`src/rtl/pdt_pkg.sv`:
```
`timescale 1ns/1ps
package pdt_pkg;
  localparam int REG_W     = 5;
  localparam int NUM_REGS  = 1 << REG_W;
  localparam int NUM_FILES = 2;

  typedef struct packed {
    logic             valid;
    logic             file;
    logic [REG_W-1:0] key;
    logic [REG_W-1:0] preg;
    logic             inv;
    logic             zero;
  } cfg_entry_t;

  localparam int CFG_W = $bits(cfg_entry_t);

  typedef struct packed {
    logic             en;
    logic [REG_W-1:0] preg;
    logic             inv;
    logic             zero;
  } slot_t;

  typedef enum logic [1:0] {
    ST_IDLE   = 2'd0,
    ST_CLEAR  = 2'd1,
    ST_APPLY  = 2'd2,
    ST_COMMIT = 2'd3
  } seq_state_e;
endpackage

```
`src/rtl/pdt_cfg_bank.sv`:
```
`timescale 1ns/1ps
module pdt_cfg_bank
  import pdt_pkg::*;
#(
  parameter  int NUM_CFG = 16,
  localparam int IDX_W   = $clog2(NUM_CFG)
) (
  input  logic             clk,
  input  logic             rst_n,
  input  logic             wr_en,
  input  logic [IDX_W-1:0] wr_idx,
  input  cfg_entry_t       wr_data,
  input  logic [IDX_W-1:0] rd_idx,
  output cfg_entry_t       rd_data
);

  cfg_entry_t [NUM_CFG-1:0] bank_all;

  // one register per entry, each with its own write enable
  for (genvar g = 0; g < NUM_CFG; g++) begin : g_entry
    cfg_entry_t ent_q;
    cfg_entry_t ent_d;
    logic       ent_ce;

    always_comb begin
      ent_ce = wr_en && (wr_idx == IDX_W'(g));
      ent_d  = wr_data;
    end

    always_ff @(posedge clk or negedge rst_n) begin
      if (!rst_n) begin
        ent_q <= '0;
      end else if (ent_ce) begin
        ent_q <= ent_d;
      end
    end

    assign bank_all[g] = ent_q;
  end

  assign rd_data = bank_all[rd_idx];

endmodule

```
`src/rtl/pdt_seq.sv`:
```
`timescale 1ns/1ps
module pdt_seq
  import pdt_pkg::*;
#(
  parameter  int NUM_CFG = 16,
  localparam int IDX_W   = $clog2(NUM_CFG)
) (
  input  logic             clk,
  input  logic             rst_n,
  input  logic             start,
  output logic             busy,
  output logic             clr,
  output logic             apply,
  output logic             commit,
  output logic [IDX_W-1:0] idx
);

  localparam logic [IDX_W-1:0] LAST_IDX = IDX_W'(NUM_CFG - 1);

  seq_state_e       state_q, state_d;
  logic [IDX_W-1:0] idx_q, idx_d;

  always_comb begin
    state_d = state_q;
    idx_d   = idx_q;
    clr     = 1'b0;
    apply   = 1'b0;
    commit  = 1'b0;
    unique case (state_q)
      ST_IDLE: ;
      ST_CLEAR: begin
        clr     = 1'b1;
        idx_d   = '0;
        state_d = ST_APPLY;
      end
      ST_APPLY: begin
        apply = 1'b1;
        if (idx_q == LAST_IDX) begin
          state_d = ST_COMMIT;
        end else begin
          idx_d = idx_q + 1'b1;
        end
      end
      ST_COMMIT: begin
        // a write landing on the commit cycle makes the shadow stale
        commit  = !start;
        state_d = ST_IDLE;
      end
      default: state_d = ST_IDLE;
    endcase
    if (start) begin
      state_d = ST_CLEAR;
    end
  end

  always_ff @(posedge clk or negedge rst_n) begin
    if (!rst_n) begin
      state_q <= ST_IDLE;
      idx_q   <= '0;
    end else begin
      state_q <= state_d;
      idx_q   <= idx_d;
    end
  end

  assign busy = (state_q != ST_IDLE);
  assign idx  = idx_q;

endmodule

```
`src/rtl/pdt_table.sv`:
```
`timescale 1ns/1ps
module pdt_table
  import pdt_pkg::*;
(
  input  logic             clk,
  input  logic             rst_n,
  input  logic             clr,
  input  logic             wr,
  input  logic [REG_W-1:0] wr_key,
  input  slot_t            wr_slot,
  input  logic             commit,
  input  logic [REG_W-1:0] rd_key,
  output slot_t            rd_slot
);

  slot_t [NUM_REGS-1:0] live_all;

  for (genvar g = 0; g < NUM_REGS; g++) begin : g_slot
    slot_t sh_q, sh_d, live_q;
    logic  sh_hit, sh_ce;

    always_comb begin
      sh_hit = wr && (wr_key == REG_W'(g));
      sh_ce  = clr || sh_hit;
      sh_d   = clr ? '0 : wr_slot;
    end

    always_ff @(posedge clk or negedge rst_n) begin
      if (!rst_n) begin
        sh_q <= '0;
      end else if (sh_ce) begin
        sh_q <= sh_d;
      end
    end

    always_ff @(posedge clk or negedge rst_n) begin
      if (!rst_n) begin
        live_q <= '0;
      end else if (commit) begin
        live_q <= sh_q;
      end
    end

    assign live_all[g] = live_q;
  end

  assign rd_slot = live_all[rd_key];

endmodule

```
`src/rtl/pred_table_decoder.sv`:
```
`timescale 1ns/1ps
module pred_table_decoder
  import pdt_pkg::*;
#(
  parameter  int NUM_CFG = 16,
  localparam int IDX_W   = $clog2(NUM_CFG)
) (
  input  logic             clk,
  input  logic             rst_n,
  input  logic             cfg_we,
  input  logic [IDX_W-1:0] cfg_idx,
  input  logic [CFG_W-1:0] cfg_wdata,
  input  logic             lk_fp,
  input  logic [REG_W-1:0] lk_reg,
  output logic             lk_en,
  output logic [REG_W-1:0] lk_preg,
  output logic             lk_inv,
  output logic             lk_zero,
  output logic             busy
);

  logic             seq_clr, seq_apply, seq_commit;
  logic [IDX_W-1:0] seq_idx;
  cfg_entry_t       cur_ent;
  slot_t            cur_slot;
  slot_t [NUM_FILES-1:0] file_rd;
  slot_t            sel_slot;

  pdt_cfg_bank #(.NUM_CFG(NUM_CFG)) u_bank (
    .clk     (clk),
    .rst_n   (rst_n),
    .wr_en   (cfg_we),
    .wr_idx  (cfg_idx),
    .wr_data (cfg_entry_t'(cfg_wdata)),
    .rd_idx  (seq_idx),
    .rd_data (cur_ent)
  );

  pdt_seq #(.NUM_CFG(NUM_CFG)) u_seq (
    .clk    (clk),
    .rst_n  (rst_n),
    .start  (cfg_we),
    .busy   (busy),
    .clr    (seq_clr),
    .apply  (seq_apply),
    .commit (seq_commit),
    .idx    (seq_idx)
  );

  always_comb begin
    cur_slot.en   = 1'b1;
    cur_slot.preg = cur_ent.preg;
    cur_slot.inv  = cur_ent.inv;
    cur_slot.zero = cur_ent.zero;
  end

  for (genvar f = 0; f < NUM_FILES; f++) begin : g_file
    logic file_wr;
    assign file_wr = seq_apply && cur_ent.valid && (cur_ent.file == 1'(f));

    pdt_table u_tbl (
      .clk     (clk),
      .rst_n   (rst_n),
      .clr     (seq_clr),
      .wr      (file_wr),
      .wr_key  (cur_ent.key),
      .wr_slot (cur_slot),
      .commit  (seq_commit),
      .rd_key  (lk_reg),
      .rd_slot (file_rd[f])
    );
  end

  assign sel_slot = file_rd[lk_fp];
  assign lk_en    = sel_slot.en;
  assign lk_preg  = sel_slot.preg;
  assign lk_inv   = sel_slot.inv;
  assign lk_zero  = sel_slot.zero;

endmodule

```
`config.mk`:
```
export PLATFORM = sky130hd
export DESIGN_NAME = pred_table_decoder
export DESIGN_NICKNAME = d
export VERILOG_FILES = /design/src/rtl/pdt_pkg.sv /design/src/rtl/pdt_cfg_bank.sv /design/src/rtl/pdt_seq.sv /design/src/rtl/pdt_table.sv /design/src/rtl/pred_table_decoder.sv
export SDC_FILE = /design/constraint.sdc
export NUM_CORES = 2
export LEC_CHECK = 0
export ABC_AREA = 1
export BUFFER_PORTS_ARGS = -buffer_cell sky130_fd_sc_hd__buf_2
export CAP_MARGIN = 15
export CORE_MARGIN = 5
export CORE_UTILIZATION = 45
export DETAILED_ROUTE_END_ITERATION = 8
export PLACE_DENSITY_LB_ADDON = 0.25
export SLEW_MARGIN = 40
export SYNTH_ARGS = -nofsm -noshare
export SYNTH_HDL_FRONTEND = slang
export SYNTH_SLANG_ARGS = --single-unit
```
`constraint.sdc`:
```
create_clock -name clk -period 7 [get_ports clk]
set_clock_uncertainty 0.1 [all_clocks]
set_input_delay 0.35 -clock clk [delete_from_list [all_inputs] [get_ports clk]]
set_output_delay 0.35 -clock clk [all_outputs]
set_load 0.1 [all_outputs]
```
==> impl_metrics.py <==
metrics = {
    "synthesis": {
        "async_flop_share_pct": 100,
        "netlist_area_um2": 56200,
        "synth.most_common_cell": "dfrtp_1",
        "synth_seq_area_share_pct": 55.9,
        "yosysUniqueCellTypes": 40,
        "synth.top_cell.area_share_pct": 55.9,
        "yosys.area.top_type": "dfrtp_1",
        "avgSynthCellArea_um2": 9.67,
        "synth_common_cells": "1,254 x dfrtp_1, 1,174 x nand2_1, 660 x o21ai_0",
        "ys.flop_type": "dfrtp_1",
        "synth_area_leaders": "dfrtp_1 56%, mux2_2 8.9%, nand2_1 7.8%",
        "synth_nets": 5834,
        "synth.yosys.warnings": 0,
        "synth_seq_cells": 1254,
        "synth-edff-count": 0,
        "syn_inst": 5806,
    },
    "finish": {
        "drive_above_1_share_pct": 16.4,
        "final_util_pct": 50.4,
        "nets": 5667,
        "area_delta_synth_final_pct": 11.0,
        "layout.filler_cells": 11300,
    },
    "route": {
        "drc_errors": 0,
        "maxUsedRoutingLayer": "met4",
        "vias": 42400,
        "drt-initial-drc-count": 4141,
        "route.met2.wl_mm": 73.6,
        "wl_met3_mm": 9.68,
        "vias_per_cell": 5.74,
        "met1_length_mm": 71.5,
        "ant_nets": 0,
        "wl_per_cell_um": 21.7,
        "totalWireLength_mm": 160,
        "first_pass_iters": 5,
    },
    "critical_path": {
        "path_class": "flip-flop to flip-flop",
        "start_kind": "flip-flop",
        "worstPathCellList": "inv_2 > buf_4 > o21ai_0 > nand3_1 > nand3_1 > nand2_8 > inv_6 > buf_4 > nand3_2 > nand3_1 > nand2_1",
        "required_ns": 7.53,
        "worstPathMaxFanout": 72,
        "cp.arrival_ns": 4.90,
        "crit_path_top_delay_cell": "dfrtp_4",
        "critPathLaunch": "u_seq.idx[0]$_DFFE_PN0P_",
        "crit_path_end_kind": "flip-flop",
        "crit_top_cell": "nand3_1",
        "r2r-start": "u_seq.idx[0]$_DFFE_PN0P_",
        "slowest_delay_ns": 0.75,
    },
    "floorplanning": {
        "die_h_um": 363,
        "io_pins": 36,
        "start_util_pct": 45.4,
        "die_width_um": 363,
        "rows": 129,
        "core_um2": 124000,
        "die_area_um2": 132000,
    },
    "global_routing": {
        "overflow": 0,
        "track_usage_pct": 24.3,
        "grt_pass1_vias": 42000,
        "grt_pass1_wl_mm": 254,
        "grt_max_degree": 157,
        "antenna_found_initial": 3,
    },
    "sta": {
        "maxSlewHeadroom_pct": 31.5,
        "rsz0062_at_grt": "false",
        "finalHoldViolCount": 0,
        "hold_slack_ns": 0.0239,
        "fin_crit_ns": 4.37,
        "maxSlewViolCount": 0,
        "period_share_pct": 62.5,
        "setup_viol": 0,
        "fmax_ghz": 0.229,
        "worst_pin_slew_ns": 1.03,
        "fin_setup_tns_ns": 0,
    },
    "power": {
        "power.density_nw_per_um2": 281,
        "ir_drop_mv": 0.224,
        "power_leakage_uw": 0.0311,
    },
    "cts": {
        "cts_setup_buffers": 0,
        "ctsHtreeMaxLevel": 4,
        "clockBufferDepth": 3,
        "clkLatencyLatePin_ns": 0.76,
        "numCtsBuffers": 138,
        "cts_tree": "yes",
        "clk_pin_slew_worst_paths_ns": 0.06,
        "root_buffer": "clkbuf_16",
        "clock_sinks": 1254,
    },
    "status": {
        "outcome": "finished, final reports clean",
    },
    "run": {
        "maxCapViolations": 0,
    },
    "place": {
        "hpwl_mm": 89.9,
        "port_buffers": 35,
        "gp_congestion": 0.818,
    },
    "hold_path": {
        "hold_class": "input port to asynchronous set/reset pin",
    },
}
## flip-flops by register name, indices dropped and copies added (netlist names)
| name | cells |
|---|---|
| u_bank.bank_all | 224 |
| g_file.u_tbl.g_slot.sh_q | 512 |
| g_file.u_tbl.g_slot.live_q | 512 |
| u_seq.idx | 4 |
| u_seq.state_q | 2 |
## metal layers
layer,GRT usage [%],up-vias
li1,-,19400
met2,37.8,1270
met3,4.08,303
met4,8.67,0
met1,34.7,21400
met5,0,-
## repair_timing
item                      in CTS  in global routing
hold endpoints to repair     276                  0
resized for setup              0                  0
hold buffers                  20                  0
## per-stage QoR
stage / instance area, um^2 / worst slack, ns / std cells / power (uW)
after floorplan: 56200 / 4.21 / 5806 / 9440
after CTS: 62200 / 2.68 / 7383 / 17600
final: 62300 / 2.63 / 7390 / 17500
after detailed placement: 57400 / 2.73 / 7111 / 10400
after global routing: 62300 / 2.40 / 7389 / 18200
after global placement: 57300 / 2.68 / 7104 / 10300
## cell usage in the layout (no fill, tap or decap), drive strengths merged
cell / Yosys / routed
a21oi: 142 / 142
and3: 1 / 1
buf: 200 / 127
bufinv: 0 / 5
clkbuf: 256 / 212
clkinv: 6 / 31
clkinvlp: 0 / 2
dfrtp: 1254 / 1254
diode: 0 / 2
dlygate4sd3: 0 / 20
ha: 1 / 1
inv: 235 / 245
mux2: 442 / 442
nand2: 1189 / 1189
nand3: 660 / 660
nand4: 228 / 228
nor2: 358 / 358
nor3: 5 / 5
o211ai: 31 / 31
o21ai: 667 / 667
o221ai: 2 / 2
o22ai: 121 / 121
o32ai: 1 / 1
or2: 6 / 6
xor2: 1 / 1
## report_power, final
| part | switching [uW] | internal, uW |
|---|---|---|
| clock | 3030 | 4240 |
| combinational | 1950 | 570 |
| sequential | 158 | 7580 |
| total | 5140 | 12400 |
## final cells by class
type | instances | area, um^2 | share of cell area (%)
Sequential cell | 1254 | 31400 | 50.3
Multi-Input combinational cell | 3855 | 21800 | 34.9
Clock buffer | 210 | 4090 | 6.56
Tap cell | 1637 | 2050 | 3.29
Timing Repair Buffer | 149 | 1640 | 2.62
Inverter | 241 | 935 | 1.50
Clock inverter | 42 | 463 | 0.743
Antenna cell | 2 | 5.00 | 0.00803
## logic make-up after synthesis
group	Yosys count	synth area share [%]
multiplexers	442	8.86
XOR/XNOR	1	0.0156
AND/OR/NAND/NOR	2447	20.6
buffers and inverters	697	5.53
AO/OA/AOI/OAI	964	9.07
flip-flops	1254	55.9
adder cells (fa/ha/maj)	1	0.0223
## worst paths after layout
path                                                                        to  depth (start not counted)  slack, ns
min in group clk                              u_bank.bank_all[175]$_DFFE_PN0P_                          4       0.09
worst min-delay path             g_file[0].u_tbl.g_slot[7].sh_q[4]$_DFFE_PN0P_                          2       0.02
worst min register to register                 u_bank.bank_all[12]$_DFFE_PN0P_                          2       0.38
worst max-delay path             g_file[0].u_tbl.g_slot[4].sh_q[1]$_DFFE_PN0P_                         11       2.63
max in group asynchronous       g_file[0].u_tbl.g_slot[26].sh_q[4]$_DFFE_PN0P_                          5       4.89
worst max register to register   g_file[0].u_tbl.g_slot[4].sh_q[1]$_DFFE_PN0P_                         11       2.63
## critical path: cells and delay by family, from the launching register on
family | cells | cell delay [ns]
AOI/OAI and AO/OA | 1 | 0.26
DFF | 1 | 0.75
buffers and inverters | 4 | 2.00
and+or+nand+nor | 6 | 1.05
Power figures use the tool's default switching activity.
